[src/rtl/crtc_raster_gen.sv]
module crtc_raster_gen #(
  parameter int RW = 8
) (
  input  logic          clk,
  input  logic          rst_n,
  input  logic          dbl_char,
  input  logic [RW-1:0] misc_out,
  input  logic [RW-1:0] h_total_r,
  input  logic [RW-1:0] h_disp_end_r,
  input  logic [RW-1:0] h_blank_start_r,
  input  logic [RW-1:0] h_blank_end_r,
  input  logic [RW-1:0] h_sync_start_r,
  input  logic [RW-1:0] h_sync_end_r,
  input  logic [RW-1:0] v_total_r,
  input  logic [RW-1:0] v_ovf_r,
  input  logic [RW-1:0] v_maxscan_r,
  input  logic [RW-1:0] v_sync_start_r,
  input  logic [RW-1:0] v_sync_end_r,
  input  logic [RW-1:0] v_disp_end_r,
  input  logic [RW-1:0] v_blank_start_r,
  input  logic [RW-1:0] v_blank_end_r,
  input  logic [RW-1:0] mode_ctl_r,
  input  logic [RW-1:0] h_ext_r,
  input  logic [RW-1:0] v_ext_r,
  output logic [3:0]    pix_phase,
  output logic [RW+1:0] h_count,
  output logic [RW+3:0] v_count,
  output logic          display_en,
  output logic          h_blank,
  output logic          v_blank,
  output logic          blank,
  output logic          hsync,
  output logic          vsync
);
  localparam int HF  = RW + 1;
  localparam int VF  = RW + 3;
  localparam int HCW = HF + 1;
  localparam int VCW = VF + 1;
  localparam int HBE = 7;
  localparam int HSE = 5;
  localparam int VBE = 8;
  localparam int VSE = 4;

  logic [3:0]     pix_q;
  logic [HCW-1:0] hc_q;
  logic [VCW-1:0] vc_q;
  logic           hb_q, hs_q, vb_q, vs_q;

  wire ten = mode_ctl_r[7];

  wire [HF-1:0] h_tot  = {h_ext_r[0], h_total_r};
  wire [HF-1:0] h_disp = {h_ext_r[2], h_disp_end_r};
  wire [HF-1:0] h_bst  = {h_ext_r[4], h_blank_start_r};
  wire [HF-1:0] h_sst  = {h_ext_r[6], h_sync_start_r};
  wire [HBE-1:0] h_ben = {h_ext_r[5], h_sync_end_r[7], h_blank_end_r[4:0]};
  wire [HSE-1:0] h_sen = h_sync_end_r[4:0];

  wire [VF-1:0] v_tot  = {v_ext_r[0], v_ovf_r[5], v_ovf_r[0], v_total_r};
  wire [VF-1:0] v_disp = {v_ext_r[2], v_ovf_r[6], v_ovf_r[1], v_disp_end_r};
  wire [VF-1:0] v_bst  = {v_ext_r[4], v_maxscan_r[5], v_ovf_r[3], v_blank_start_r};
  wire [VF-1:0] v_sst  = {v_ext_r[6], v_ovf_r[7], v_ovf_r[2], v_sync_start_r};
  wire [VBE-1:0] v_ben = v_blank_end_r;
  wire [VSE-1:0] v_sen = v_sync_end_r[3:0];

  wire [3:0]     pix_last = dbl_char ? 4'd15 : 4'd7;
  wire [HCW-1:0] h_last   = {1'b0, h_tot} + HCW'(4);
  wire [VCW-1:0] v_last   = {1'b0, v_tot} + VCW'(1);

  wire ch_end = pix_q >= pix_last;
  wire ln_end = ch_end && (hc_q >= h_last);
  wire fr_end = ln_end && (vc_q >= v_last);

  wire [HCW-1:0] hc_n = ln_end ? '0 : hc_q + HCW'(1);
  wire [VCW-1:0] vc_n = fr_end ? '0 : vc_q + VCW'(1);

  wire hb_set = hc_n == {1'b0, h_bst};
  wire hs_set = hc_n == {1'b0, h_sst};
  wire vb_set = vc_n == {1'b0, v_bst};
  wire vs_set = vc_n == {1'b0, v_sst};
  wire hb_clr = hc_n[HBE-1:0] == h_ben;
  wire hs_clr = hc_n[HSE-1:0] == h_sen;
  wire vb_clr = vc_n[VBE-1:0] == v_ben;
  wire vs_clr = vc_n[VSE-1:0] == v_sen;

  always_ff @(posedge clk or negedge rst_n) begin
    if (!rst_n) begin
      pix_q <= '0;
      hc_q  <= '0;
      vc_q  <= '0;
      hb_q  <= 1'b0;
      hs_q  <= 1'b0;
      vb_q  <= 1'b0;
      vs_q  <= 1'b0;
    end else if (!ten) begin
      pix_q <= '0;
      hc_q  <= '0;
      vc_q  <= '0;
      hb_q  <= 1'b0;
      hs_q  <= 1'b0;
      vb_q  <= 1'b0;
      vs_q  <= 1'b0;
    end else begin
      pix_q <= ch_end ? 4'd0 : pix_q + 4'd1;
      if (ch_end) begin
        hc_q <= hc_n;
        hb_q <= hb_set | (hb_q & ~hb_clr);
        hs_q <= hs_set | (hs_q & ~hs_clr);
      end
      if (ln_end) begin
        vc_q <= vc_n;
        vb_q <= vb_set | (vb_q & ~vb_clr);
        vs_q <= vs_set | (vs_q & ~vs_clr);
      end
    end
  end

  assign pix_phase  = pix_q;
  assign h_count    = hc_q;
  assign v_count    = vc_q;
  assign display_en = ten && (hc_q <= {1'b0, h_disp}) && (vc_q <= {1'b0, v_disp});
  assign h_blank    = ~ten | hb_q;
  assign v_blank    = ~ten | vb_q;
  assign blank      = h_blank | v_blank;
  assign hsync      = misc_out[6] ? hs_q : ~hs_q;
  assign vsync      = misc_out[7] ? vs_q : ~vs_q;
endmodule

[config.mk]
export PLATFORM = sky130hd
export DESIGN_NAME = crtc_raster_gen
export DESIGN_NICKNAME = d
export VERILOG_FILES = /design/src/rtl/crtc_raster_gen.sv
export SDC_FILE = /design/constraint.sdc
export NUM_CORES = 1
export LEC_CHECK = 0
export BUFFER_PORTS_ARGS = -buffer_cell sky130_fd_sc_hd__buf_2
export CORE_MARGIN = 2
export CORE_UTILIZATION = 52
export CTS_BUF_LIST = sky130_fd_sc_hd__clkbuf_4
export CTS_CLUSTER_DIAMETER = 120
export DETAILED_ROUTE_END_ITERATION = 16
export GPL_ROUTABILITY_DRIVEN = 0
export PLACE_DENSITY_LB_ADDON = 0.25
export SYNTH_ARGS = -nofsm -noshare
export SYNTH_HDL_FRONTEND = slang
export SYNTH_SLANG_ARGS = --single-unit
[constraint.sdc]
create_clock -name clk -period 3.1 [get_ports clk]
set_clock_uncertainty 0.05 [all_clocks]
set_input_delay 0.465 -clock clk [delete_from_list [all_inputs] [get_ports clk]]
set_output_delay 0.465 -clock clk [all_outputs]
set_load 0.02 [all_outputs]
==> results.md <==
Worst setup path:
- The worst setup path startpoint is v_total_r[2].
- The cell count along the critical path is 15.
- In this run the worst path has a maximum fanout of 11.
- The length in cells of the worst reg-to-reg path is 10.
- STA classifies the critical path endpoint as a flop.
- In this design, the stage delay of the slowest critical-path cell is 0.39 ns.
- The data arrival at the endpoint of the critical path is 3.23 ns.
- STA classifies the critical path startpoint as an input port.
- For flop-to-flop paths, the worst setup slack is 0.32 ns.
- The path type of the worst setup path is in2reg.
- Counting both buffers and inverters, the worst setup path holds a total of 3.
- The worst register-to-register path ends at hb_q$_DFFE_PN0P_.
- Among cell families on the critical path, the largest total delay comes from compound AO/OA/AOI/OAI gates.
- The endpoint required time on the critical path is 3.30 ns.
- Walking the worst path, the cells encountered are buf_2, and3_4, and3_4, nand3_1, xor2_1, ha_1, a21o_1, a21o_1, a21oi_1, buf_4, and3_2, buf_6, o211ai_1, a221o_1, o41ai_2.
- The slowest library cell on the worst path is sky130_fd_sc_hd__a221o_1.
- The launching point of the worst reg2reg path is h_count[0]$_DFFE_PN0P_.

Global routing:
- The number of global-route vias before repair is 5,225.
- The layer carrying the most global-route usage is met2.
- Global routing finished with a remaining overflow of 0.
- For met2 alone, demand over resource in global routing was 54.48%.
- The pin count of the biggest net entering global routing is 31.
- The global-route wire length before repair is 23,470 um.
- For met1 alone, demand over resource in global routing was 34.40%.
- The initial antenna violation count was 0.
- The met3 routing resource usage after global routing is 4.080%.
- The total routing resource utilization after global routing is 29.40%.

Logic synthesis:
- Sequential cells were found to cover 16.42% of the synthesized design area.
- The async set-reset flop share out of synthesis is 100.0%.
- The number of different library cells in the post-synthesis netlist is 67.
- The synthesized flop and latch total is 30.
- The number of synthesized flops with an enable pin is 0.
- After Yosys synthesis, XOR and XNOR cells account for 15.52% of the synthesized area.
- Yosys printed 0 warnings.
- The adder-cell share of the synthesized area is 13.14%.
- By area, the combinational part of the netlist is dominated by simple AND/OR/NAND/NOR gates.
- The average instance in the mapped netlist occupies 7.991 um^2.
- The synthesized netlist occupies a cell area of 4571 um^2.
- After synthesis, the share of cell area in mux cells is 0.4380%.
- Synthesis produced a netlist whose cell count is 572.
- Of the total synthesized cell area, the portion taken by AND, OR, NAND and NOR gates is 25.81%.
- The post-synthesis net count is 767.
- The most used flip-flop cell after synthesis is sky130_fd_sc_hd__dfrtp_1.
- The synthesized netlist devotes 23.68% of its cell area to compound gates.

Drt:
- The detail-routed via count per cell is 6.138.
- The routed layout has 5,352 vias.
- The detailed router finished its first iteration with 269 violations.
- Dividing the detail-routed wire length by the instance count gives 17.07 um.
- Summed over all layers, the routed wires come to 14,880 um.
- In the routed design, unresolved DRC markers number 0.
- The number of nets with antenna violations after detailed routing is 0.
- The first-pass detailed-route iteration total is 5.

Clock tree:
- The CTS sink count is 30.
- The clock transition at the register clock pins on the worst setup and hold paths after CTS is 0.11 ns.
- The number of CTS-inserted buffers is 5.
- The clock tree from TritonCTS is yes.
- The tree is rooted in a sky130_fd_sc_hd__clkbuf_4.
- CTS built an H-tree with a depth of 2.
- The clock reaches the later pin of the worst-skew pair after 0.35 ns.
- The maximum buffer depth of the clock tree is 2.

Finish:
- The area growth from synthesis to layout is 30.50%.
- In the final layout, the share of cells above drive strength 1 is 32.98%.
- At the end of the flow the core is filled with cells to 69.07%.
- The number of antenna diodes in the final layout is 0.
- Counting the fill cells in the layout gives 736.
- The net count of the finished layout is 958.

STA:
- The total count of max-transition violations in the final report is 0.
- The worst hold margin is 0.09770 ns.
- Across all setup checks in the final design, the least slack found is 0.06368 ns.
- The fmax is 0.3293 GHz.
- The count of final hold-check violations is 0.
- The measured slew at the worst slew-check pin is 0.7044 ns.
- The fraction of the cycle the final worst path needs is 97.95%.
- The minimum period implied by the final worst setup slack is 3.036 ns.
- Setup repair after global routing could not meet its margin everywhere.
- Headroom to the max-slew limit came out at 53.04%.
- Setup violations remaining at the end of the flow were counted as 0.

Placed design:
- The placement-stage worst setup slack is -0.4015 ns.
- Once detailed placement completed, the half-perimeter wirelength came to 11,520 um.
- Buffers placed on the I/O ports in this run total 141.

Min path:
- The class of the most critical hold timing path is in2async.

Run status:
- The run finished with clean final reports.

Floorplan:
- The die covers 9556 um^2.
- The area of the placeable core is 8636 um^2.
- The starting utilization of the core area is 52.93%.
- The total number of placement rows is 34.
- The floorplan step set the die height to 97.76 um.
- The total I/O pin count is 179.
- The width of the chip is 97.76 um.

Run:
- Across the run, the number of max-cap violations was 0.

Pwr:
- The total power draw is 0.0009662 W.
- For this design the static power due to leakage is 2.908 nW.
- The largest voltage drop on the vdd net is 0.0002371 V.
- Dividing total power by cell area gives a power density of 162.0 nW/um^2.
==> power by group <==
group	switching [W]	leakage (nW)	internal, W	total, W
Combinational	0.000167	2.46	0.000157	0.000324
Sequential	0.00000483	0.416	0.000396	0.000401
Clock	0.000148	0.0331	0.0000938	0.000242
==> cells in the mapped netlist, types with 6 or more instances <==
library cell	n	area share, %
sky130_fd_sc_hd__a21boi_0	9	1.5
sky130_fd_sc_hd__a21o_1	7	1.1
sky130_fd_sc_hd__a21oi_1	35	3.8
sky130_fd_sc_hd__a22oi_1	8	1.3
sky130_fd_sc_hd__a31oi_1	19	2.6
sky130_fd_sc_hd__and2_1	6	0.82
sky130_fd_sc_hd__and3_1	15	2.1
sky130_fd_sc_hd__buf_2	11	1.2
sky130_fd_sc_hd__clkbuf_1	13	1.1
sky130_fd_sc_hd__dfrtp_1	30	16
sky130_fd_sc_hd__ha_1	48	13
sky130_fd_sc_hd__inv_1	32	2.6
sky130_fd_sc_hd__nand2_1	39	3.2
sky130_fd_sc_hd__nand2b_1	11	1.5
sky130_fd_sc_hd__nand3_1	31	3.4
sky130_fd_sc_hd__nand4_1	10	1.4
sky130_fd_sc_hd__nor2_1	30	2.5
sky130_fd_sc_hd__nor2b_1	13	1.8
sky130_fd_sc_hd__nor4b_1	15	2.9
sky130_fd_sc_hd__o21ai_0	19	2.1
sky130_fd_sc_hd__o21ai_1	6	0.66
sky130_fd_sc_hd__o31ai_1	6	0.99
sky130_fd_sc_hd__o32ai_1	11	2.1
sky130_fd_sc_hd__xnor2_1	34	6.5
sky130_fd_sc_hd__xor2_1	27	5.2
==> sequential cells by signal, summed over array words and instances, names as in the netlist <==
register / flops
hs_q: 1
pix_phase: 4
vb_q: 1
vs_q: 1
v_count: 12
h_count: 10
hb_q: 1
==> kinds of logic after synthesis <==
group | after synthesis
adders and majority gates | 48
DFF | 30
buffers and inverters | 57
and+or+nand+nor | 206
xor gates and xnor gates | 71
AOI/OAI and AO/OA | 158
muxes | 2
==> worst max path at each step <==
stage	to	slack, ns
6_report	vb_q$_DFFE_PN0P_	0.06
5_1_grt	vb_q$_DFFE_PN0P_	-0.04
4_1_cts	vs_q$_DFFE_PN0P_	-0.02
3_5_place_dp	vs_q$_DFFE_PN0P_	-0.40
3_3_place_gp	vb_q$_DFFE_PN0P_	-0.29
2_1_floorplan	vs_q$_DFFE_PN0P_	0.01
==> area by class of cell <==
class / instances / area, um^2 / share of cell area, %
multi-input combinational: 485 / 3676 / 61.63
timing repair buffer: 209 / 1229 / 20.60
sequential: 30 / 750.7 / 12.59
tap: 108 / 135.1 / 2.266
inverter: 32 / 120.1 / 2.014
clock buffer: 6 / 45.04 / 0.7552
clock inverter: 2 / 8.758 / 0.1468
==> routing by layer <==
| layer | vias up | wire, um | share of wire (%) |
|---|---|---|---|
| li1 | 2513 | - | - |
| met1 | 2519 | 5641 | 38 |
| met2 | 266 | 7600 | 51 |
| met3 | 54 | 1114 | 7.5 |
| met4 | 0 | 527 | 3.5 |
| met5 | - | 0 | 0 |
==> layout by cell type, fill, tap and decap left out, drive strengths merged, types with 6 or more instances in the layout <==
master,synthesis,routed
clkbuf,13,6
ha,48,48
nor2,32,32
and3,18,18
o21ai,25,25
nand4,11,11
xnor2,38,38
o31ai,6,6
nand3,32,32
dfrtp,30,30
a22oi,8,8
and2,7,7
a21oi,35,35
nand2,39,39
nand2b,11,11
o32ai,11,11
a21o,7,7
inv,32,32
a31oi,19,19
xor2,31,31
nor4b,16,16
nor2b,13,13
buf,12,209
a21boi,11,11
==> timing repair <==
action / CTS / global route
buffers inserted: 0 / 7
cloned: 0 / 1
pin swaps: 0 / 4
setup endpoints to repair: 2 / 10
gates resized for setup: 2 / 21
hold buffers: 0 / 0
==> metrics by stage <==
step / instances / area [um^2] / setup TNS (ns)
2_1_floorplan: 572 / 4571 / 0
3_3_place_gp: 856 / 5758 / -1.989
3_5_place_dp: 856 / 5758 / -2.559
4_1_cts: 864 / 5824 / -0.02235
5_1_grt: 872 / 5964 / -0.07865
6_report: 872 / 5964 / 0
(Power assumes the default switching activity.)
